$ cat src/rtl/rxlog_pkg.sv
package rxlog_pkg;

   localparam int LEN_W  = 16;
   localparam int BODY_W = 11;

   typedef enum logic [1:0] {
      EV_CHAR  = 2'b00,
      EV_BREAK = 2'b01,
      EV_IDLE  = 2'b10
   } ev_kind_e;

   // Compact duration field: exact below 1024, else flagged and divided by 64.
   function automatic logic [BODY_W-1:0] enc_len(input logic [LEN_W-1:0] n);
      if (n < LEN_W'(1024)) return {1'b0, n[9:0]};
      else                  return {1'b1, n[LEN_W-1:6]};
   endfunction

   function automatic logic [LEN_W-1:0] idle_limit(input logic [1:0] sel);
      case (sel)
         2'b00:   return LEN_W'(1);
         2'b01:   return LEN_W'(8);
         2'b10:   return LEN_W'(16);
         default: return LEN_W'(32);
      endcase
   endfunction

endpackage

$ cat src/rtl/rxlog_sampler.sv
module rxlog_sampler
   import rxlog_pkg::*;
#(
   parameter int OVS = 8
) (
   input  logic              clk,
   input  logic              rst_n,
   input  logic              en,
   input  logic              tick,
   input  logic              rx,
   input  logic [3:0]        char_bits,
   input  logic [1:0]        idle_sel,
   output logic              ev_valid,
   output ev_kind_e          ev_kind,
   output logic [BODY_W-1:0] ev_body
);
   localparam int PW = $clog2(OVS);
   localparam logic [PW-1:0] MID  = PW'(OVS / 2 - 1);
   localparam logic [PW-1:0] LAST = PW'(OVS - 1);

   typedef enum logic [2:0] {S_IDLE, S_START, S_DATA, S_STOP, S_BRK} st_e;

   st_e               st;
   logic [PW-1:0]     ph;
   logic [PW-1:0]     sub;
   logic [LEN_W-1:0]  run;
   logic [3:0]        nb;
   logic [BODY_W-1:0] sh;
   logic              rx_q;

   always_ff @(posedge clk or negedge rst_n) begin
      if (!rst_n) begin
         st <= S_IDLE; ph <= '0; sub <= '0; run <= '0; nb <= '0; sh <= '0;
         rx_q <= 1'b0; ev_valid <= 1'b0; ev_kind <= EV_CHAR; ev_body <= '0;
      end else begin
         ev_valid <= 1'b0;
         if (!en) begin
            st <= S_IDLE; ph <= '0; sub <= '0; run <= '0; nb <= '0; sh <= '0;
            rx_q <= 1'b0;
         end else if (tick) begin
            rx_q <= rx;
            case (st)
               S_IDLE: begin
                  if (rx_q && !rx) begin
                     if (run > idle_limit(idle_sel)) begin
                        ev_valid <= 1'b1;
                        ev_kind  <= EV_IDLE;
                        ev_body  <= enc_len(run);
                     end
                     st <= S_START; ph <= '0; sh <= '0; nb <= '0;
                  end else if (rx) begin
                     sub <= sub + 1'b1;
                     if (sub == LAST && run != '1) run <= run + 1'b1;
                  end
               end
               S_START: begin
                  ph <= ph + 1'b1;
                  if (ph == MID) begin
                     if (!rx) begin
                        st <= S_DATA; ph <= '0;
                     end else begin
                        st <= S_IDLE; run <= '0; sub <= '0;
                     end
                  end
               end
               S_DATA: begin
                  ph <= ph + 1'b1;
                  if (ph == LAST) begin
                     sh <= {rx, sh[BODY_W-1:1]};
                     nb <= nb + 1'b1;
                     if (nb == char_bits - 4'd1) st <= S_STOP;
                  end
               end
               S_STOP: begin
                  ph <= ph + 1'b1;
                  if (ph == LAST) begin
                     run <= '0; sub <= '0;
                     if (!rx && sh == '0) begin
                        st <= S_BRK;
                     end else begin
                        ev_valid <= 1'b1;
                        ev_kind  <= EV_CHAR;
                        ev_body  <= sh;
                        st       <= S_IDLE;
                     end
                  end
               end
               S_BRK: begin
                  if (rx) begin
                     ev_valid <= 1'b1;
                     ev_kind  <= EV_BREAK;
                     ev_body  <= enc_len(run);
                     st <= S_IDLE; run <= '0; sub <= '0;
                  end else begin
                     sub <= sub + 1'b1;
                     if (sub == LAST && run != '1) run <= run + 1'b1;
                  end
               end
               default: st <= S_IDLE;
            endcase
         end
      end
   end

   // the unused kind code never leaves the receiver
   a_r2_kind_legal: assert property (@(posedge clk) disable iff (!rst_n)
      ev_valid |-> ev_kind != 2'b11);

   // a scaled duration always stands for at least 1024 bit times
   a_r4_long_scale: assert property (@(posedge clk) disable iff (!rst_n)
      ev_valid && ev_kind != EV_CHAR && ev_body[10] |-> ev_body[9:0] >= 10'd16);

   // a break is entered only from the stop-bit sample
   a_r5_brk_entry: assert property (@(posedge clk) disable iff (!rst_n)
      st == S_BRK && $past(st) != S_BRK |-> $past(st) == S_STOP);

   // an exact idle length always exceeds the selected threshold
   a_r6_idle_over: assert property (@(posedge clk) disable iff (!rst_n)
      ev_valid && ev_kind == EV_IDLE && !ev_body[10]
      |-> {5'b0, ev_body} > idle_limit($past(idle_sel)));

   // no event follows a disabled cycle
   a_r7_quiet: assert property (@(posedge clk) disable iff (!rst_n)
      !en |=> !ev_valid);

endmodule

$ cat src/rtl/rxlog_ring.sv
module rxlog_ring
   import rxlog_pkg::*;
#(
   parameter int DEPTH   = 2048,
   parameter int CNT_W   = 8,
   parameter int CHAN_ID = 0
) (
   input  logic                     clk,
   input  logic                     rst_n,
   input  logic                     ev_valid,
   input  ev_kind_e                 ev_kind,
   input  logic [BODY_W-1:0]        ev_body,
   input  logic [CNT_W-1:0]         cmp_val,
   input  logic                     irq_clr,
   output logic                     mem_we,
   output logic [$clog2(DEPTH)-1:0] mem_addr,
   output logic [15:0]              mem_wdata,
   output logic [$clog2(DEPTH)-1:0] ring_addr,
   output logic [CNT_W-1:0]         entry_cnt,
   output logic                     irq
);
   localparam int AW = $clog2(DEPTH);
   localparam logic [2:0] CH = 3'(CHAN_ID);

   logic [CNT_W-1:0] cnt_nx;
   assign cnt_nx = entry_cnt + 1'b1;

   always_ff @(posedge clk or negedge rst_n) begin
      if (!rst_n) begin
         mem_we <= 1'b0; mem_addr <= '0; mem_wdata <= '0;
         ring_addr <= '0; entry_cnt <= '0; irq <= 1'b0;
      end else begin
         mem_we <= ev_valid;
         if (ev_valid) begin
            mem_addr  <= ring_addr;
            mem_wdata <= {CH, ev_kind, ev_body};
            ring_addr <= ring_addr + 1'b1;
            entry_cnt <= cnt_nx;
         end
         if (ev_valid && (cnt_nx == cmp_val || ev_kind == EV_IDLE)) irq <= 1'b1;
         else if (irq_clr)                                           irq <= 1'b0;
      end
   end

   // every write lands at the pointer held before it
   a_r1_addr_seq: assert property (@(posedge clk) disable iff (!rst_n)
      mem_we |-> mem_addr == $past(ring_addr));

   // the stored kind field is never the reserved code
   a_r2_type_legal: assert property (@(posedge clk) disable iff (!rst_n)
      mem_we |-> mem_wdata[12:11] != 2'b11);

   // the count steps by one per write and holds otherwise
   a_r8_cnt_step: assert property (@(posedge clk) disable iff (!rst_n)
      mem_we |-> entry_cnt == $past(entry_cnt) + 1'b1);
   a_r8_cnt_hold: assert property (@(posedge clk) disable iff (!rst_n)
      !mem_we |-> $stable(entry_cnt));

   // the interrupt rises only with a write and holds until cleared
   a_r9_irq_rise: assert property (@(posedge clk) disable iff (!rst_n)
      $rose(irq) |-> mem_we);
   a_r9_irq_hold: assert property (@(posedge clk) disable iff (!rst_n)
      irq && !irq_clr |=> irq);

   logic [AW-1:0] unused_aw;
   assign unused_aw = '0;

endmodule

$ cat src/rtl/rx_event_logger.sv
module rx_event_logger
   import rxlog_pkg::*;
#(
   parameter int CHAN_ID    = 0,
   parameter int RING_DEPTH = 2048,
   parameter int CNT_W      = 8,
   parameter int OVS        = 8,
   localparam int AW        = $clog2(RING_DEPTH)
) (
   input  logic             clk,
   input  logic             rst_n,
   input  logic             en,
   input  logic             rx,
   input  logic             tick,
   input  logic [3:0]       char_bits,
   input  logic [1:0]       idle_sel,
   input  logic [CNT_W-1:0] cmp_val,
   input  logic             irq_clr,
   output logic             mem_we,
   output logic [AW-1:0]    mem_addr,
   output logic [15:0]      mem_wdata,
   output logic [AW-1:0]    ring_addr,
   output logic [CNT_W-1:0] entry_cnt,
   output logic             irq
);
   if (RING_DEPTH < 2 || (RING_DEPTH & (RING_DEPTH - 1)) != 0) begin : g_bad_depth
      $error("RING_DEPTH must be a power of two");
   end
   if (OVS < 4 || (OVS & (OVS - 1)) != 0) begin : g_bad_ovs
      $error("OVS must be a power of two of at least 4");
   end
   if (CHAN_ID < 0 || CHAN_ID > 7) begin : g_bad_chan
      $error("CHAN_ID must fit in three bits");
   end
   if (CNT_W < 1 || CNT_W > 16) begin : g_bad_cnt
      $error("CNT_W must be 1 to 16");
   end

   logic              ev_valid;
   ev_kind_e          ev_kind;
   logic [BODY_W-1:0] ev_body;

   rxlog_sampler #(.OVS(OVS)) u_sampler (
      .clk(clk), .rst_n(rst_n), .en(en), .tick(tick), .rx(rx),
      .char_bits(char_bits), .idle_sel(idle_sel),
      .ev_valid(ev_valid), .ev_kind(ev_kind), .ev_body(ev_body)
   );

   rxlog_ring #(.DEPTH(RING_DEPTH), .CNT_W(CNT_W), .CHAN_ID(CHAN_ID)) u_ring (
      .clk(clk), .rst_n(rst_n), .ev_valid(ev_valid), .ev_kind(ev_kind),
      .ev_body(ev_body), .cmp_val(cmp_val), .irq_clr(irq_clr),
      .mem_we(mem_we), .mem_addr(mem_addr), .mem_wdata(mem_wdata),
      .ring_addr(ring_addr), .entry_cnt(entry_cnt), .irq(irq)
   );

   // the character size stays within the supported range while enabled
   a_r3_bits_range: assert property (@(posedge clk) disable iff (!rst_n)
      en |-> char_bits >= 4'd5 && char_bits <= 4'd9);

endmodule

$ cat config.mk
export PLATFORM = sky130hd
export DESIGN_NAME = rx_event_logger
export DESIGN_NICKNAME = d
export VERILOG_FILES = /design/src/rtl/rxlog_pkg.sv /design/src/rtl/rxlog_sampler.sv /design/src/rtl/rxlog_ring.sv /design/src/rtl/rx_event_logger.sv
export SDC_FILE = /design/constraint.sdc
export NUM_CORES = 1
export LEC_CHECK = 0
export ABC_AREA = 1
export CAP_MARGIN = 5
export CORE_UTILIZATION = 35
export DETAILED_ROUTE_END_ITERATION = 10
export SYNTH_ARGS = -nofsm -noshare
export SYNTH_HDL_FRONTEND = slang
export SYNTH_SLANG_ARGS = --single-unit
export TNS_END_PERCENT = 100
$ cat constraint.sdc
create_clock -name clk -period 2.3 [get_ports clk]
set_clock_uncertainty 0.05 [all_clocks]
set_input_delay 0.345 -clock clk [delete_from_list [all_inputs] [get_ports clk]]
set_output_delay 0.345 -clock clk [all_outputs]
set_load 0.05 [all_outputs]
# Yosys cells after proc, flatten, opt, wreduce, memory -nomap -nowiden
# Cells that the tools add are included.
[word_totals]
ff_bits = 100
input_bits = 20
out_inout_bits = 48
elab_cells = 148
[op_classes]
n_addsub = 7
order_cmp = 2
eq_ne = 31
n_mux = 75
reduce_logical = 17
[ops]
columns = ["op", "count"]
rows = [
  ["16-bit 2-to-1 mux", 13],
  ["11-bit 2-to-1 mux", 10],
  ["16-bit one-hot mux with 4 select lines", 1],
  ["3-bit 2-to-1 mux", 21],
  ["11-bit one-hot mux with 3 select lines", 1],
  ["11-bit one-hot mux with 2 select lines", 1],
  ["6-bit one-hot mux with 3 select lines", 1],
  ["16-bit by 1-bit adder with 16-bit output, second input constant", 1],
  ["16-bit > comparator", 1],
  ["16-bit by 11-bit < comparator with 1-bit output, second input constant", 1],
  ["4-bit 2-to-1 mux", 4],
  ["16-bit inequality test, second input constant", 1],
  ["3-bit by 2-bit inequality test with 1-bit output, second input constant", 5],
  ["3-bit one-hot mux with 5 select lines", 1],
  ["7-bit AND reduction", 2],
  ["2-bit 2-to-1 mux", 6],
  ["3-bit inequality test, second input constant", 4],
  ["3-bit one-hot mux with 4 select lines", 1],
  ["11-bit by 1-bit adder with 11-bit output, second input constant", 1],
  ["11-bit zero test", 1],
  ["1-bit 2-to-1 mux", 11],
  ["3-bit by 2-bit equality test with 1-bit output, second input constant", 3],
  ["3-bit equality test, second input constant", 3],
  ["3-bit one-hot mux with 3 select lines", 1],
  ["28 further kinds", 37],
]

# Longest topological paths before layout
# Gate-level depths: netlist (run 1).
[depth]
word_depth = 12
depth_mapped = 13
mapped_depth_nobuf = 12

# Modules after synthesis
# From an unflattened synthesis (run 1), not the netlist that was laid out.
[unflattened]
hier_cells = 783
hier_area_um2 = 5699.2
[modules_own_cells]
columns = ["module", "n_inst", "cells_per_inst", "area_per_inst_um2", "seq_area_each_um2"]
rows = [
  ["rxlog_sampler", 1, 528, 3602.2, 1376.3],
  ["rxlog_ring", 1, 255, 2097.0, 1126.1],
]

# Least setup slack after synthesis (run 1)
# Ideal clock, no wire load.
[synth_timing]
kind = "register -> register"
startpoint = "reg u_ring.entry_cnt[0]"
endpoint = "reg u_ring.irq"
setup_time_ns = 0.120
arrival_ns = 1.699
required_time_ns = 2.130
path_slack_ns = 0.432
stages_incl_launch_ff = 10
n_path_buf = 0
period_less_slack_ns = 1.868
path_cell_list = "dfrtp_1 > ha_1 > nand3_1 > nor2_1 > nand2_1 > and2_1 > nor2_1 > nor2_1 > nand3_1 > nand2_1"
[synth_between]
elab_chain_cells = 5
elab_cells_between_ends = 6
cone_classes = "1 x add/sub; 1 x eq/ne; 1 x mux; 3 x reduce/logical"
[synth_lines]
columns = ["element", "line", "source"]
rows = [
  ["start, declared", "rxlog_ring.sv:19", "output logic [CNT_W-1:0] entry_cnt,"],
  ["start signal, assigned", "rxlog_ring.sv:38", "entry_cnt <= cnt_nx;"],
  ["8-bit by 1-bit adder with 8-bit output (*)", "rxlog_ring.sv:26", "assign cnt_nx = entry_cnt + 1'b1;"],
  ["8-bit equality test (*)", "rxlog_ring.sv:40", "if (ev_valid && (cnt_nx == cmp_val || ev_kind == EV_IDLE)) irq <= 1'b1;"],
  ["1-bit logical OR (*)", "rxlog_ring.sv:40", ""],
  ["1-bit logical AND (*)", "rxlog_ring.sv:40", ""],
  ["1-bit 2-to-1 mux / 2-bit nonzero test (equally long branches)", "n/a", ""],
  ["end signal, assigned", "rxlog_ring.sv:31", "ring_addr <= '0; entry_cnt <= '0; irq <= 1'b0;"],
  ["end signal, assigned", "rxlog_ring.sv:40", ""],
  ["end signal, assigned", "rxlog_ring.sv:41", "else if (irq_clr) irq <= 1'b0;"],
  ["end, declared", "rxlog_ring.sv:20", "output logic irq"],
]
# Mark *: on every way between the ends. The rest lies on a longest branch, timed or not.
# A chain may end at the register's enable or synchronous reset.

# Final worst setup path (run 1)
[layout_timing]
startpoint = "reg u_ring.entry_cnt[0]"
endpoint = "out entry_cnt[0]"
[layout_lines]
columns = ["element", "line", "source"]
rows = [
  ["end, declared", "rx_event_logger.sv:23", "output logic [CNT_W-1:0] entry_cnt,"],
]
# No word-level cell between the ends.

==> flow_summary.ini, run 1 <==
[run_status]
outcome = finished, final reports clean

[floorplan]
dieWidth_um = 129
dieHeight_um = 129
io_pins = 68
design.core.area_um2 = 15800
die-area_um2 = 16600
start_util_pct = 35.7
fp-row-count = 46

[logic_synthesis]
synth-seq-area-share_pct = 44.3
synth_seq_cells = 100
ys.warnings.count = 0
postSynthAreaPerCell_um2 = 7.59
syn_inst = 744
yosysTopAreaCellShare_pct = 44.3
synth_area_um2 = 5650
synth_cell_type_count = 40
synth_top_area_cell = dfrtp_1
synth.area.top_cells = dfrtp_1, nand2_1, inv_1

[sta]
worst_slack_ns = 0.190
holdWs_ns = 0.403
finalCritPeriodShare_pct = 91.7
period_minus_slack_ns = 2.11
max-slew-margin-rel_pct = 63.9
tns_ns = 0
final-setup-viol-count = 0
max_freq_ghz = 0.474
tightest_slew_ns = 0.539
drv_slew = 0
hold_viol = 0
rsz0062_at_grt = false

[power_and_ir_drop]
ir_worst_vdd_mv = 0.441
p_leak_nw = 3.32
power.total_mw = 6.04
p_per_area_nw_per_um2 = 880

[clock_network]
cts.sinks = 100
cts-resized-gates = 0
numCtsBuffers = 9
htree_levels = 3
cts_root_buf = clkbuf_16
clk_pin_slew_ns = 0.07
cts_tree = built
insertion_delay_ns = 0.35
cts_buffer_depth = 2

[setup_path]
slowest_stage = clkdlybuf4s50_1
reg2reg_depth = 12
path_delay_family = buffers and inverters
critPathLaunchType = flip-flop
startpoint = u_ring.entry_cnt[0]$_DFFE_PN0P_
max_stage_delay_ns = 0.86
r2r-end = u_sampler.run[10]$_DFFE_PN0P_
r2r_setup_slack_ns = 0.34
crit_path_end_kind = output port
crit_required_ns = 1.90
crit_fanout = 8
critPathArrivalTime_ns = 1.72
path_cells = clkdlybuf4s50_1
crit_type = flip-flop to output port
r2r-start = u_sampler.run[1]$_DFFE_PN0P_
crit_buf_inv = 1

[global_routing]
grt_max_degree = 48
grt_usage_pct = 16.2
antenna_found_initial = 0
grt_pass1_wl_um = 21300
grt_pass1_vias = 4420
overflow = 0

[run]
max_cap_violations = 0

[placement]
portBuffers = 64
placed_cell_area_um2 = 6570
place_inst = 1022
place_congestion = 0.875
pre_cts_ws_ns = -0.106
hpwlAfterDp_um = 9320

[final_layout]
design_area_um2 = 6860
final_layout_size_suffix_gt1_share_pct = 9.23
layout_common_cells = nand2_1, dfrtp_1, inv_1
area_growth_pct = 21.5
diodes = 0
fin_cells = 1039
utilization_pct = 43.4
fill_cells = 1630
fin_nets = 853
final_common_cell = nand2_1

[routing]
drt_iter0_markers = 342
vias_per_cell = 4.62
wl_per_cell_um = 12.1
detail-route-antenna-nets = 0
wl_met2_um = 5400
top_layer = met4
drc = 0
drt_wl_total_um = 12600
first_pass_iters = 5
met3_wirelength_um = 571
vias = 4795
wl_met1_um = 6390

[worst_hold_path]
hp-class = input port to async pin
## worst max path at each step
stage,to,slack (ns),cells past startpoint
global placement,u_sampler.ev_body[1]$_DFFE_PN0P_,-0.07,12
global route,u_sampler.ev_body[1]$_DFFE_PN0P_,0.09,12
floorplan,u_ring.irq$_DFFE_PN0P_,0.43,9
CTS,entry_cnt[0],0.17,1
detailed placement,u_sampler.ev_body[3]$_DFFE_PN0P_,-0.11,12
finish,entry_cnt[0],0.19,1
## cells in the mapped netlist (all sizes together)
master / n
xnor2: 2
buf: 14
a21oi: 23
nor2: 71
o21ai: 52
nor3b: 1
nor3: 12
a22o: 3
and2: 1
dfrtp: 100
o31ai: 1
o211ai: 1
or2: 2
nand2: 252
clkbuf: 9
conb: 1
nand3b: 6
ha: 15
o21bai: 1
o21a: 2
nand3: 57
nand4: 15
inv: 89
xor2: 14
## timing repair
action / CTS / global route
setup buffers: 0 / 0
hold buffers: 1 / 0
endpoints found under the hold margin: 28 / 0
## cell families (layout without fill, tap and decap cells)
family	count (synthesis)	count (layout)	share of synthesized area (%)
xor gates and xnor gates	16	16	2.48
AOI/OAI and AO/OA	83	83	8.46
DFF	100	100	44.3
and+or+nand+nor	417	417	32.7
adders and majority gates	15	15	3.32
other	1	3	0.0664
buffers and inverters	112	189	8.71
## area by class of cell
cell class | instances | area, um2 | share of cell area, %
Sequential cell | 100 | 2500 | 36.5
Timing Repair Buffer | 84 | 803 | 11.7
Tap cell | 216 | 270 | 3.94
Clock buffer | 11 | 243 | 3.54
Multi-Input combinational cell | 534 | 2660 | 38.8
Inverter | 89 | 339 | 4.94
Clock inverter | 5 | 43.8 | 0.638
## power by group
part | switching [mW] | internal [mW]
logic | 1.56 | 0.735
clock network | 0.695 | 0.782
registers | 0.251 | 2.02
total | 2.50 | 3.54
## metal layers
layer,GRT usage [%],vias to the layer above
met2,24.5,125
met3,3.55,17
met4,5.40,0
li1,-,2512
met5,0,-
met1,23.1,2141
## sequential cells by signal, indices dropped and copies added, names as in the netlist
register            cells
u_sampler.ev_body      11
u_sampler.ph            3
u_ring.entry_cnt        8
u_sampler.rx_q          1
u_sampler.ev_kind       2
u_sampler.sh           11
u_ring.mem_addr        11
u_ring.mem_wdata       13
u_sampler.run          16
u_sampler.nb            4
u_ring.irq              1
u_ring.ring_addr       11
u_sampler.st            3
u_ring.mem_we           1
u_sampler.sub           3
u_sampler.ev_valid      1
Power figures use the tool's default switching activity.
==> inputs of run 2 (changes only) <==
--- a/config.mk
+++ b/config.mk
@@ -7,8 +7,9 @@
 export LEC_CHECK = 0
 export ABC_AREA = 1
 export CAP_MARGIN = 5
-export CORE_UTILIZATION = 35
+export CORE_UTILIZATION = 52
 export DETAILED_ROUTE_END_ITERATION = 10
+export PLACE_DENSITY = 0.75
 export SYNTH_ARGS = -nofsm -noshare
 export SYNTH_HDL_FRONTEND = slang
 export SYNTH_SLANG_ARGS = --single-unit
==> run 2 against run 1 <==
Clock power shrank 17%; power shrank 4.0%; routed wire length shrank 2.2%; count of clock-buffer cells in the layout shrank 1; fmax shrank 2.3%; combinational power is essentially flat; non-clock buffer count grew 1; sequential share of layout area grew 0.89 points; first-iteration DRC count shrank 25%; final area shrank 2.4%; cell count shrank 7.6%; largest power group unchanged; highest routed layer unchanged.
==> flow_summary.ini, run 2 (synthesis results as in run 1) <==
[routing]
vias_per_cell = 5.15
vias = 4946
drt_wl_total_um = 12300
detail-route-antenna-nets = 0
first_pass_iters = 5
drc = 0
drt_iter0_markers = 255
wl_per_cell_um = 12.8

[setup_path]
crit_buf_inv = 1
crit_path_end_kind = output port
path_delay_family = buffers and inverters
slowest_stage = clkdlybuf4s50_1
path_cells = clkdlybuf4s50_1
crit_fanout = 8
crit_type = flip-flop to output port
crit_required_ns = 1.90
max_stage_delay_ns = 0.86
reg2reg_depth = 11
critPathArrivalTime_ns = 1.76
path_depth = 1
critPathLaunchType = flip-flop

[sta]
max_freq_ghz = 0.463
final-setup-viol-count = 0
max-slew-margin-rel_pct = 64.1
worst_slack_ns = 0.140
rsz0062_at_grt = false
holdWs_ns = 0.418
hold_viol = 0
period_minus_slack_ns = 2.16
tightest_slew_ns = 0.537
drv_slew = 0
finalCritPeriodShare_pct = 93.9

[floorplan]
dieWidth_um = 106
design.core.area_um2 = 10400
start_util_pct = 54.2
dieHeight_um = 106
io_pins = 68
fp-row-count = 37
die-area_um2 = 11300

[clock_network]
cts_buffer_depth = 2
numCtsBuffers = 9
insertion_delay_ns = 0.38
clk_pin_slew_ns = 0.11
htree_levels = 3
cts_tree = built
cts_root_buf = clkbuf_8
cts.sinks = 100
postCtsSetupRepairBufs = 0

[power_and_ir_drop]
p_leak_nw = 3.29
ir_worst_vdd_mv = 0.626
p_per_area_nw_per_um2 = 866

[final_layout]
final_layout_size_suffix_gt1_share_pct = 9.47
area_growth_pct = 18.6
largest_reg_flops = 16
diodes = 0
final_common_cell = nand2_1
register_area_um2 = 2500
fill_cells = 901
top_register = u_sampler.run
layout_common_cells = nand2_1, dfrtp_1, inv_1
multi_input_area_um2 = 2660
reg.largest.list = u_sampler.run x16, u_ring.mem_wdata x13
fin_nets = 854

[placement]
pre_cts_ws_ns = -0.118
place_congestion = 0.887
portBuffers = 64
hpwlAfterDp_um = 9150

[global_routing]
overflow = 0
grt_max_degree = 45
grt_pass1_vias = 4823
grt_pass1_wl_um = 21800
grt_usage_pct = 23.9
antenna_found_initial = 0

[worst_hold_path]
hp-class = input port to async pin

[run_status]
outcome = finished, final reports clean

[run]
max_cap_violations = 0
run 2: cell types whose count changed in the layout (fill, tap and decap cells not counted):
| cell | delta |
|---|---|
| buf_4 | +1 |
| bufinv_16 | +1 |
| clkbuf_1 | -1 |
| clkbuf_16 | -9 |
| clkbuf_8 | +9 |
| clkinv_2 | -1 |
| inv_6 | +1 |
run 2: stage by stage:
step	std cells	power [mW]	util, %	setup TNS (ns)	instance area, um2
floorplan	746	3.90	-	0	5660
global placement	943	4.54	62.2	-0.442	6470
detailed placement	943	4.61	62.2	-1.30	6470
CTS	960	5.83	64.3	0	6700
global route	960	6.15	64.3	0	6700
finish	960	5.80	64.3	0	6700
run 2: final timing paths:
| check | startpoint | endpoint | slack [ns] |
|---|---|---|---|
| worst max-delay path | u_ring.entry_cnt[0]$_DFFE_PN0P_ | entry_cnt[0] | 0.14 |
| worst min-delay path | rst_n | u_sampler.ev_body[8]$_DFFE_PN0P_ | 0.42 |
| worst max register to register | u_sampler.ph[0]$_DFFE_PN0P_ | u_sampler.run[13]$_DFFE_PN0P_ | 0.39 |
| worst min register to register | u_sampler.sub[0]$_DFFE_PN0P_ | u_sampler.sub[0]$_DFFE_PN0P_ | 0.43 |
| max in group asynchronous | rst_n | u_sampler.run[7]$_DFFE_PN0P_ | 1.11 |
| min in group clk | u_sampler.sub[0]$_DFFE_PN0P_ | u_sampler.sub[0]$_DFFE_PN0P_ | 0.43 |
run 2: power breakdown:
group          total, mW  leakage [nW]  internal [mW]  switching (mW)
Sequential          2.27          1.37           2.02           0.254
Clock               1.23         0.107          0.557           0.668
Combinational       2.30          1.81          0.749            1.55
run 2: cell type report:
class / instances / area share, %
tap: 136 / 2.54
clock buffer: 10 / 2.05
sequential: 100 / 37.4
multi-input combinational: 534 / 39.7
timing repair buffer: 85 / 12.1
inverter: 89 / 5.06
clock inverter: 6 / 1.16
run 2: timing repair:
item	CTS	global route
hold endpoints to repair	36	0
setup endpoints to repair	0	0
gates resized for setup	0	0
hold buffers	1	0
run 2: layer usage:
layer  vias to the layer above  routed length [um]  global-route usage, %
met3                        23                 536                   3.07
met1                      2295                5710                   31.8
met2                       125                5850                   40.3
met4                         0                 183                   7.74
li1                       2503                   -                      -
met5                         -                   0                      0
